$ cat src/rtl/emmc_seq_pkg.sv
package emmc_seq_pkg;

  typedef enum logic [2:0] {
    RSP_NONE = 3'd0,
    RSP_R1   = 3'd1,
    RSP_R1B  = 3'd2,
    RSP_R2   = 3'd3,
    RSP_R3   = 3'd4
  } rsp_e;

  typedef enum logic [3:0] {
    OP_CLK,     // program divider, wait for stable clock
    OP_INIT,    // init-stream dummy command
    OP_OD,      // set open-drain mode from val[0]
    OP_CMD,     // single command
    OP_OPCOND,  // repeat until response bit 31 set
    OP_POLL,    // repeat status until state field == val
    OP_TC,      // wait for transfer-complete level
    OP_W8,      // switch host to 8-bit bus
    OP_END
  } op_e;

  typedef struct packed {
    op_e         op;
    logic [5:0]  idx;
    logic [31:0] arg;
    rsp_e        rsp;
    logic        ichk;
    logic        cchk;
    logic [15:0] val;
  } step_t;

  localparam int          STATE_LO    = 9;
  localparam int          STATE_HI    = 12;
  localparam logic [15:0] ST_STANDBY  = 16'd3;
  localparam logic [15:0] ST_TRANSFER = 16'd4;

endpackage

$ cat src/rtl/emmc_script_rom.sv
module emmc_script_rom
  import emmc_seq_pkg::*;
#(
  parameter int          SW       = 5,
  parameter logic [15:0] RCA      = 16'h3A3A,
  parameter int          DIV_SLOW = 960,
  parameter int          DIV_FAST = 2
) (
  input  logic [SW-1:0] step,
  output step_t         entry
);

  localparam logic [31:0] RCA_ARG   = {RCA, 16'h0000};
  localparam logic [31:0] OCR_ARG   = 32'h40FF_8000;
  localparam logic [31:0] WIDTH_ARG = (32'd3 << 24) | (32'd183 << 16) | (32'd2 << 8);
  localparam logic [31:0] HS_ARG    = 32'h03B9_0100;

  function automatic step_t mk(op_e op, logic [5:0] idx, logic [31:0] arg,
                               rsp_e rsp, logic ic, logic cc, logic [15:0] val);
    step_t s;
    s.op = op; s.idx = idx; s.arg = arg; s.rsp = rsp;
    s.ichk = ic; s.cchk = cc; s.val = val;
    return s;
  endfunction

  always_comb begin
    case (step)
      5'd0:  entry = mk(OP_CLK,    6'd0,  32'd0,     RSP_NONE, 1'b0, 1'b0, 16'(DIV_SLOW));
      5'd1:  entry = mk(OP_INIT,   6'd0,  32'd0,     RSP_NONE, 1'b0, 1'b0, 16'd0);
      5'd2:  entry = mk(OP_OD,     6'd0,  32'd0,     RSP_NONE, 1'b0, 1'b0, 16'd1);
      5'd3:  entry = mk(OP_CMD,    6'd0,  32'd0,     RSP_NONE, 1'b0, 1'b0, 16'd0);
      5'd4:  entry = mk(OP_OPCOND, 6'd1,  OCR_ARG,   RSP_R3,   1'b0, 1'b0, 16'd0);
      5'd5:  entry = mk(OP_CMD,    6'd2,  32'd0,     RSP_R2,   1'b0, 1'b1, 16'd0);
      5'd6:  entry = mk(OP_CMD,    6'd3,  RCA_ARG,   RSP_R1,   1'b1, 1'b1, 16'd0);
      5'd7:  entry = mk(OP_POLL,   6'd13, RCA_ARG,   RSP_R1,   1'b1, 1'b1, ST_STANDBY);
      5'd8:  entry = mk(OP_OD,     6'd0,  32'd0,     RSP_NONE, 1'b0, 1'b0, 16'd0);
      5'd9:  entry = mk(OP_CMD,    6'd7,  RCA_ARG,   RSP_R1,   1'b1, 1'b1, 16'd0);
      5'd10: entry = mk(OP_POLL,   6'd13, RCA_ARG,   RSP_R1,   1'b1, 1'b1, ST_TRANSFER);
      5'd11: entry = mk(OP_CMD,    6'd6,  WIDTH_ARG, RSP_R1B,  1'b1, 1'b1, 16'd0);
      5'd12: entry = mk(OP_TC,     6'd0,  32'd0,     RSP_NONE, 1'b0, 1'b0, 16'd0);
      5'd13: entry = mk(OP_POLL,   6'd13, RCA_ARG,   RSP_R1,   1'b1, 1'b1, ST_TRANSFER);
      5'd14: entry = mk(OP_W8,     6'd0,  32'd0,     RSP_NONE, 1'b0, 1'b0, 16'd0);
      5'd15: entry = mk(OP_CMD,    6'd6,  HS_ARG,    RSP_R1B,  1'b1, 1'b1, 16'd0);
      5'd16: entry = mk(OP_TC,     6'd0,  32'd0,     RSP_NONE, 1'b0, 1'b0, 16'd0);
      5'd17: entry = mk(OP_POLL,   6'd13, RCA_ARG,   RSP_R1,   1'b1, 1'b1, ST_TRANSFER);
      5'd18: entry = mk(OP_CLK,    6'd0,  32'd0,     RSP_NONE, 1'b0, 1'b0, 16'(DIV_FAST));
      5'd19: entry = mk(OP_CMD,    6'd7,  32'd0,     RSP_NONE, 1'b0, 1'b0, 16'd0);
      5'd20: entry = mk(OP_POLL,   6'd13, RCA_ARG,   RSP_R1,   1'b1, 1'b1, ST_STANDBY);
      default: entry = mk(OP_END,  6'd0,  32'd0,     RSP_NONE, 1'b0, 1'b0, 16'd0);
    endcase
  end

endmodule

$ cat src/rtl/emmc_retry_ctr.sv
module emmc_retry_ctr #(
  parameter int W = 8
) (
  input  logic         clk,
  input  logic         rst,
  input  logic         clr,
  input  logic         inc,
  input  logic [W-1:0] limit,
  output logic         at_limit
);

  logic [W-1:0] cnt_q;

  always_ff @(posedge clk) begin
    if (rst || clr) cnt_q <= '0;
    else if (inc)   cnt_q <= cnt_q + 1'b1;
  end

  // true when the attempt now ending is the last one the budget allows
  assign at_limit = ({1'b0, cnt_q} + 1'b1) >= {1'b0, limit};


  ctl_excl_chk: assert property (@(posedge clk) disable iff (rst) !(clr && inc));

endmodule

$ cat src/rtl/emmc_bringup_seq.sv
module emmc_bringup_seq
  import emmc_seq_pkg::*;
#(
  parameter int          DW         = 10,
  parameter int          CW         = 8,
  parameter int          WAIT_LIMIT = 4096,
  parameter logic [15:0] RCA        = 16'h3A3A,
  parameter int          DIV_SLOW   = 960,
  parameter int          DIV_FAST   = 2
) (
  input  logic          clk,
  input  logic          rst,
  input  logic          start,
  input  logic [CW-1:0] poll_limit,
  output logic          cmd_start,
  output logic [5:0]    cmd_idx,
  output logic [31:0]   cmd_arg,
  output logic [2:0]    cmd_rsp_type,
  output logic          cmd_idx_chk,
  output logic          cmd_crc_chk,
  input  logic          cmd_done,
  input  logic          cmd_err,
  input  logic [31:0]   cmd_resp,
  input  logic          xfer_done,
  input  logic          clk_stable,
  output logic          od_en,
  output logic [DW-1:0] clk_div,
  output logic          bus_8bit,
  output logic          init_stream,
  output logic          seq_done,
  output logic          seq_fail
);

  localparam int NSTEP = 22;
  localparam int SW    = $clog2(NSTEP);
  localparam int WCW   = $clog2(WAIT_LIMIT + 1);

  typedef enum logic [2:0] {
    S_IDLE, S_EXEC, S_WAITR, S_SETTLE, S_WAITC, S_WAITT, S_DONE, S_FAIL
  } fsm_e;

  fsm_e          state_q, state_n;
  logic [SW-1:0] step_q;
  step_t         ent;
  logic          launch, adv, go_fail, issue;
  logic          r_inc, r_at, w_inc, w_at;
  logic          state_hit;

  emmc_script_rom #(
    .SW(SW), .RCA(RCA), .DIV_SLOW(DIV_SLOW), .DIV_FAST(DIV_FAST)
  ) u_rom (
    .step (step_q),
    .entry(ent)
  );

  emmc_retry_ctr #(.W(CW)) u_poll_ctr (
    .clk(clk), .rst(rst), .clr(adv || launch), .inc(r_inc),
    .limit(poll_limit), .at_limit(r_at)
  );

  emmc_retry_ctr #(.W(WCW)) u_wait_ctr (
    .clk(clk), .rst(rst), .clr(adv || launch), .inc(w_inc),
    .limit(WCW'(WAIT_LIMIT)), .at_limit(w_at)
  );

  assign state_hit = (cmd_resp[STATE_HI:STATE_LO] == ent.val[3:0]);

  always_comb begin
    state_n = state_q;
    launch  = 1'b0;
    adv     = 1'b0;
    go_fail = 1'b0;
    issue   = 1'b0;
    r_inc   = 1'b0;
    w_inc   = 1'b0;
    case (state_q)
      S_IDLE, S_DONE, S_FAIL: if (start) begin
        launch  = 1'b1;
        state_n = S_EXEC;
      end
      S_EXEC: case (ent.op)
        OP_CLK:        state_n = S_SETTLE;
        OP_OD, OP_W8:  adv = 1'b1;
        OP_TC:         state_n = S_WAITT;
        OP_END:        state_n = S_DONE;
        default: begin
          issue   = 1'b1;
          state_n = S_WAITR;
        end
      endcase
      S_SETTLE: state_n = S_WAITC;
      S_WAITC: begin
        if (clk_stable) adv = 1'b1;
        else if (w_at)  go_fail = 1'b1;
        else            w_inc = 1'b1;
      end
      S_WAITT: begin
        if (xfer_done) adv = 1'b1;
        else if (w_at) go_fail = 1'b1;
        else           w_inc = 1'b1;
      end
      S_WAITR: begin
        if (cmd_err) go_fail = 1'b1;
        else if (cmd_done) begin
          if ((ent.op == OP_OPCOND && cmd_resp[31]) ||
              (ent.op == OP_POLL && state_hit) ||
              (ent.op != OP_OPCOND && ent.op != OP_POLL)) adv = 1'b1;
          else if (r_at) go_fail = 1'b1;
          else begin
            r_inc   = 1'b1;
            state_n = S_EXEC;
          end
        end
      end
      default: state_n = S_IDLE;
    endcase
    if (adv)     state_n = S_EXEC;
    if (go_fail) state_n = S_FAIL;
  end

  always_ff @(posedge clk) begin
    if (rst) begin
      state_q      <= S_IDLE;
      step_q       <= '0;
      cmd_start    <= 1'b0;
      cmd_idx      <= '0;
      cmd_arg      <= '0;
      cmd_rsp_type <= RSP_NONE;
      cmd_idx_chk  <= 1'b0;
      cmd_crc_chk  <= 1'b0;
      od_en        <= 1'b0;
      clk_div      <= DW'(DIV_SLOW);
      bus_8bit     <= 1'b0;
      init_stream  <= 1'b0;
      seq_done     <= 1'b0;
      seq_fail     <= 1'b0;
    end else begin
      state_q   <= state_n;
      cmd_start <= issue;
      if (launch) begin
        step_q      <= '0;
        od_en       <= 1'b0;
        bus_8bit    <= 1'b0;
        init_stream <= 1'b0;
        seq_done    <= 1'b0;
        seq_fail    <= 1'b0;
      end else if (adv) begin
        step_q <= step_q + SW'(1);
      end
      if (state_q == S_EXEC) begin
        case (ent.op)
          OP_CLK: clk_div  <= ent.val[DW-1:0];
          OP_OD:  od_en    <= ent.val[0];
          OP_W8:  bus_8bit <= 1'b1;
          OP_END: seq_done <= 1'b1;
          default: ;
        endcase
      end
      if (issue) begin
        cmd_idx      <= ent.idx;
        cmd_arg      <= ent.arg;
        cmd_rsp_type <= ent.rsp;
        cmd_idx_chk  <= ent.ichk;
        cmd_crc_chk  <= ent.cchk;
        if (ent.op == OP_INIT) init_stream <= 1'b1;
      end
      if (state_q == S_WAITR && adv && ent.op == OP_INIT) init_stream <= 1'b0;
      if (go_fail) begin
        seq_fail    <= 1'b1;
        init_stream <= 1'b0;
      end
    end
  end


  start_pulse_chk: assert property (@(posedge clk) disable iff (rst)
    cmd_start |=> !cmd_start);


  fail_quiet_chk: assert property (@(posedge clk) disable iff (rst)
    seq_fail |-> !cmd_start);


  err_abort_chk: assert property (@(posedge clk) disable iff (rst)
    (state_q == S_WAITR && cmd_err) |=> seq_fail);


  done_fail_excl_chk: assert property (@(posedge clk) disable iff (rst)
    !(seq_done && seq_fail));


  od_width_chk: assert property (@(posedge clk) disable iff (rst)
    bus_8bit |-> !od_en);


  init_dummy_chk: assert property (@(posedge clk) disable iff (rst)
    (cmd_start && init_stream) |-> (cmd_idx == 6'd0 && cmd_arg == 32'd0 &&
                                    cmd_rsp_type == RSP_NONE));


  div_settle_chk: assert property (@(posedge clk) disable iff (rst)
    !$stable(clk_div) |-> !cmd_start);

endmodule

$ cat config.mk
export PLATFORM = sky130hd
export DESIGN_NAME = emmc_bringup_seq
export DESIGN_NICKNAME = d
export VERILOG_FILES = /design/src/rtl/emmc_seq_pkg.sv /design/src/rtl/emmc_script_rom.sv /design/src/rtl/emmc_retry_ctr.sv /design/src/rtl/emmc_bringup_seq.sv
export SDC_FILE = /design/constraint.sdc
export NUM_CORES = 1
export LEC_CHECK = 0
export BUFFER_PORTS_ARGS = -buffer_cell sky130_fd_sc_hd__buf_2
export CAP_MARGIN = 30
export CORE_MARGIN = 2
export CORE_UTILIZATION = 35
export DETAILED_ROUTE_END_ITERATION = 8
export HOLD_SLACK_MARGIN = 0.06
export REMOVE_ABC_BUFFERS = 1
export SYNTH_ARGS = -nofsm -noshare
export SYNTH_HDL_FRONTEND = slang
export SYNTH_HIERARCHICAL = 1
export SYNTH_SLANG_ARGS = --single-unit
$ cat constraint.sdc
create_clock -name clk -period 4.56 [get_ports clk]
set_input_delay 1.368 -clock clk [delete_from_list [all_inputs] [get_ports clk]]
set_output_delay 1.368 -clock clk [all_outputs]
set_load 0.01 [all_outputs]
# After elaboration in Yosys (flattened, before gate mapping)
# Memory sizes are Yosys's and may differ from the RTL's. A register that Yosys moved wholly into a read port is not among the register bits.
# Index checks and enable logic that the tools add are counted.
# word_totals
ff_bits	88
romBits	1184
input_bits	47
out_inout_bits	59
memories	1
# mem_list
memory	words	width	read_ports	rd_ports_with_merged_regs	wr	line_no	source
(no name shown)	32	37	1	1	0	emmc_script_rom.sv:27	case (step)
# op_classes
add_sub_neg	5
magnitude_cmp	2
n_eq_ne	23
n_mux	53
reduce_logical	20
# op_table
operator	count
2-to-1 mux 1 bit	39
!= test 4 bit (second input constant)	6
one-hot mux 3 bit (4 select lines)	2
2-to-1 mux 3 bit	7
== test 4 x 3 -> 1 bit (second input constant)	4
adder 13 x 1 -> 14 bit (second input constant)	1
greater-or-equal comparator 14 x 13 -> 1 bit (second input constant)	1
adder 13 x 1 -> 13 bit (second input constant)	1
== test 3 bit (second input constant)	4
2-to-1 mux 5 bit	2
adder 8 x 1 -> 9 bit (second input constant)	1
greater-or-equal comparator 9 x 8 -> 1 bit	1
adder 8 x 1 -> 8 bit (second input constant)	1
!= test 4 x 3 -> 1 bit (second input constant)	2
AND reduction 7 bit	1
== test 3 x 2 -> 1 bit (second input constant)	2
nonzero test 6 bit	1
OR reduction 3 bit	2
adder 5 x 1 -> 5 bit (second input constant)	1
logical AND 1 bit	5
OR reduction 5 bit	1
== test 4 x 1 -> 1 bit (second input constant)	1
== test 4 x 2 -> 1 bit (second input constant)	1
== test 4 bit	1
other kinds (11)	15

# Depth between registers and ports, before layout
# logic_depth
ltp_word	11
ltp_mapped	16
ltp_nobuf	15

# By module
# The synthesis kept the hierarchy.
# by_module_without_submodules
mod	n_inst	cells_each	area_each_um2	seq_area_each_um2
emmc_bringup_seq	1	332	2715.1	1341.3
emmc_retry_ctr (u_wait_ctr)	1	137	1087.3	260.2
emmc_script_rom	1	134	948.4	0.0
emmc_retry_ctr (u_poll_ctr)	1	79	633.1	160.2

# Least setup slack after synthesis
# OpenSTA, ideal clock, no wires.
# synth_timing
path_kind	register -> register
from	reg, netlist name step_q[0]
to	reg u_wait_ctr.cnt_q[0]
setup_ns	0.065
t_arrival_ns	3.333
required_ns	4.495
slack_ns	1.161
stages_incl_launch_ff	14
n_path_buf	2
path_cell_list	dfxtp_1 inv_1 ha_1 inv_1 mux4_2 o32ai_1 nand3b_1 o2111ai_1 a211oi_2 buf_2 nand2_1 or2_2 clkbuf_1 nor2_1
# synth_rtl
element	line_no	source
end signal, assigned	emmc_retry_ctr.sv:16	else if (inc) cnt_q <= cnt_q + 1'b1;
end, declared	emmc_retry_ctr.sv:12	logic [W-1:0] cnt_q;

==> results by group <==
Status
  • Outcome: complete, no violations

Power and ir drop
  • Combinational fraction of design power: 19.4%
  • Worst IR Drop VDD: 0.000264 V
  • Clk pwr share: 38.5%
  • Flop pwr share: 42.1%
  • P_sw: 0.582 mW
  • Int Power: 1.38 mW
  • Pwr Density: 322 nW/um^2
  • Switching share of power: 29.7%
  • Static leakage: 2.60 nW

Critical path
  • Arr. time, crit path: 4000 ps
  • Slowest stage cell, crit path: dfxtp_1
  • Worst R2R Setup Slack: 840 ps
  • Worst Reg-to-Reg Cells: 12
  • Max stage delay on crit path: 600 ps
  • Worst Path Required: 4840 ps
  • CP endpoint kind: flop
  • Critical-path cell list: inv_1, ha_1, inv_1, mux4_2, o32ai_1, nand3b_1, o2111ai_1, a211oi_2, buf_4, nand2_1, or2_2, a21oi_1
  • CP startpoint: step_q[1]
  • Setup CP Type: reg2reg
  • Crit path to: u_wait_ctr/cnt_q[5]
  • Startpoint types: flop
  • Worst flop-to-flop path endpoint: u_wait_ctr/cnt_q[5]
  • CP Max Fanout: 13
  • CP dominant cell by count: inv_1
  • Worst reg2reg startpoint: step_q[1]

Layout
  • Commonest non-fill, non-tap cell in the layout: nand2_1
  • Finished Layout Cells: 934
  • Reg area: 1760 um^2
  • Layout Nets: 821
  • Layout cells sized above 1: 16.5%
  • Fillcell total: 1577
  • Area growth, synth to finish: 14.0%
  • Fin area: 6090 um^2
  • Antenna fix cells: 0
  • Most frequent cells in the layout: nand2_1 (125), dfxtp_1 (88), buf_2 (78)
  • Area occupied by multi-input gates: 3190 um^2

Detailed routing
  • Routed WL per cell: 12.0 um
  • Drt pass-1 iters: 4
  • DR iter-0 viols: 221
  • DRC: 0
  • Routed via count: 4375
  • Via-per-instance ratio: 4.68
  • Antenna viol nets, final: 0
  • Drt total wl: 11200 um

Clock network
  • Clock transition at path regs: 60 ps
  • Max clock buf depth: 2
  • Setup bufs post-CTS: 0
  • Clk sink count: 88
  • Worst skew pair latency: 350 ps
  • CTS Hold Buffers Added: 0
  • Max H-tree Level: 3
  • Post-CTS sizing: 0
  • CTS tree: done
  • Root Buffer: clkbuf_16
  • Num CTS Buffers: 9

Placement
  • Placed Area: 5780 um^2
  • Placed cells: 918
  • Post-DP HPWL: 7920 um
  • IO buf count: 78
  • GPL Wtd Cong: 0.817

Logic synthesis
  • Mapped Avg Cell Area: 7.90 um^2
  • Syn. warnings: 6
  • Synthesized instance count: 676
  • Area of the mapped netlist: 5340 um^2

Timing
  • Max Freq: 269 MHz
  • Period minus WS final: 3720 ps
  • Final number of hold-violating endpoints: 0
  • Final Max Tran Viols: 0
  • Fin Setup TNS: 0 ps
  • Unrepaired setup endpoints after global routing: no
  • Slew headroom: 39.8%
  • Final setup vio count: 0
  • Worst Max-Slew Pin Slew: 895 ps
  • Clk_skew: 8.08 ps
  • Fin crit share: 81.5%

Die
  • Core Area: 15000 um^2
  • Starting Density: 35.5%
  • Die width: 128 um
  • Die Ht: 128 um
  • Rows: 45
  • Die area: 16300 um^2
  • # IOs: 106

Global routing
  • Tot GR Track Use: 13.9%
  • Initial antenna violation count: 0
  • Vias in the first global route: 3948
  • Pin count of the biggest net entering global routing: 51
  • Global-route wire length before repair: 18600 um
  • Remaining Overflow, GRT: 0

Worst hold path
  • Hold/Removal Path Class: reg2reg

Job
  • Max-cap violations: 0
==> per-stage QoR <==
stage               hold WS, ps  util, %  setup slack (ps)  power, mW
floorplan                   474        -               645       1.10
global placement            440     38.5               888       1.22
detailed placement          443     38.5               848       1.22
CTS                         452     40.5               828       1.99
global route                466     40.5               601       2.06
finish                      451     40.5               844       1.96
==> worst min-delay path by stage <==
stage                              to   startpoint  cells past startpoint
after floorplan            cmd_arg[0]   cmd_arg[0]                      2
after global placement    cmd_arg[30]  cmd_arg[30]                      2
after detailed placement  cmd_arg[26]  cmd_arg[26]                      2
after CTS                 cmd_arg[26]  cmd_arg[26]                      2
after global routing       cmd_arg[6]   cmd_arg[6]                      2
final                     cmd_arg[26]  cmd_arg[26]                      2
==> final cells by class <==
class / count / area share [%]
Multi-Input combinational cell: 523 / 52.4
Sequential cell: 88 / 28.9
Timing Repair Buffer: 91 / 8.02
Tap cell: 188 / 3.87
Clock buffer: 9 / 3.70
Inverter: 28 / 1.73
Clock inverter: 7 / 1.30
==> worst max-delay path: cells and delay by family (launching register included) <==
family	cells	cell delay (ps)
AOI/OAI and AO/OA	4	1030
adders and majority gates	1	400
buffers and inverters	3	460
DFF	1	600
muxes	1	440
and+or+nand+nor	3	700
==> sequential cells by signal, summed over array words and instances (netlist names) <==
| signal | cells |
|---|---|
| od_en | 1 |
| cmd_rsp_type | 3 |
| cmd_arg | 32 |
| cmd_crc_chk | 1 |
| u_wait_ctr/cnt_q | 13 |
| state_q | 3 |
| cmd_idx | 6 |
| cmd_idx_chk | 1 |
| seq_done | 1 |
| step_q | 5 |
| bus_8bit | 1 |
| cmd_start | 1 |
| clk_div | 10 |
| init_stream | 1 |
| u_poll_ctr/cnt_q | 8 |
| seq_fail | 1 |
==> metal layers <==
layer / vias up / wire length [um] / track usage (%)
li1: 2358 / - / -
met1: 1946 / 5740 / 19.8
met2: 66 / 4810 / 20.8
met3: 5 / 531 / 3.60
met4: 0 / 92 / 3.68
met5: - / 0 / 0
==> power groups by stage <==
stage / combinational (mW) / clock, mW / sequential, mW
floorplan: 0.254 / 0 / 0.847
global placement: 0.380 / 0 / 0.842
detailed placement: 0.382 / 0 / 0.843
CTS: 0.383 / 0.784 / 0.825
global route: 0.424 / 0.806 / 0.830
finish: 0.381 / 0.755 / 0.825
(Power assumes the default switching activity.)
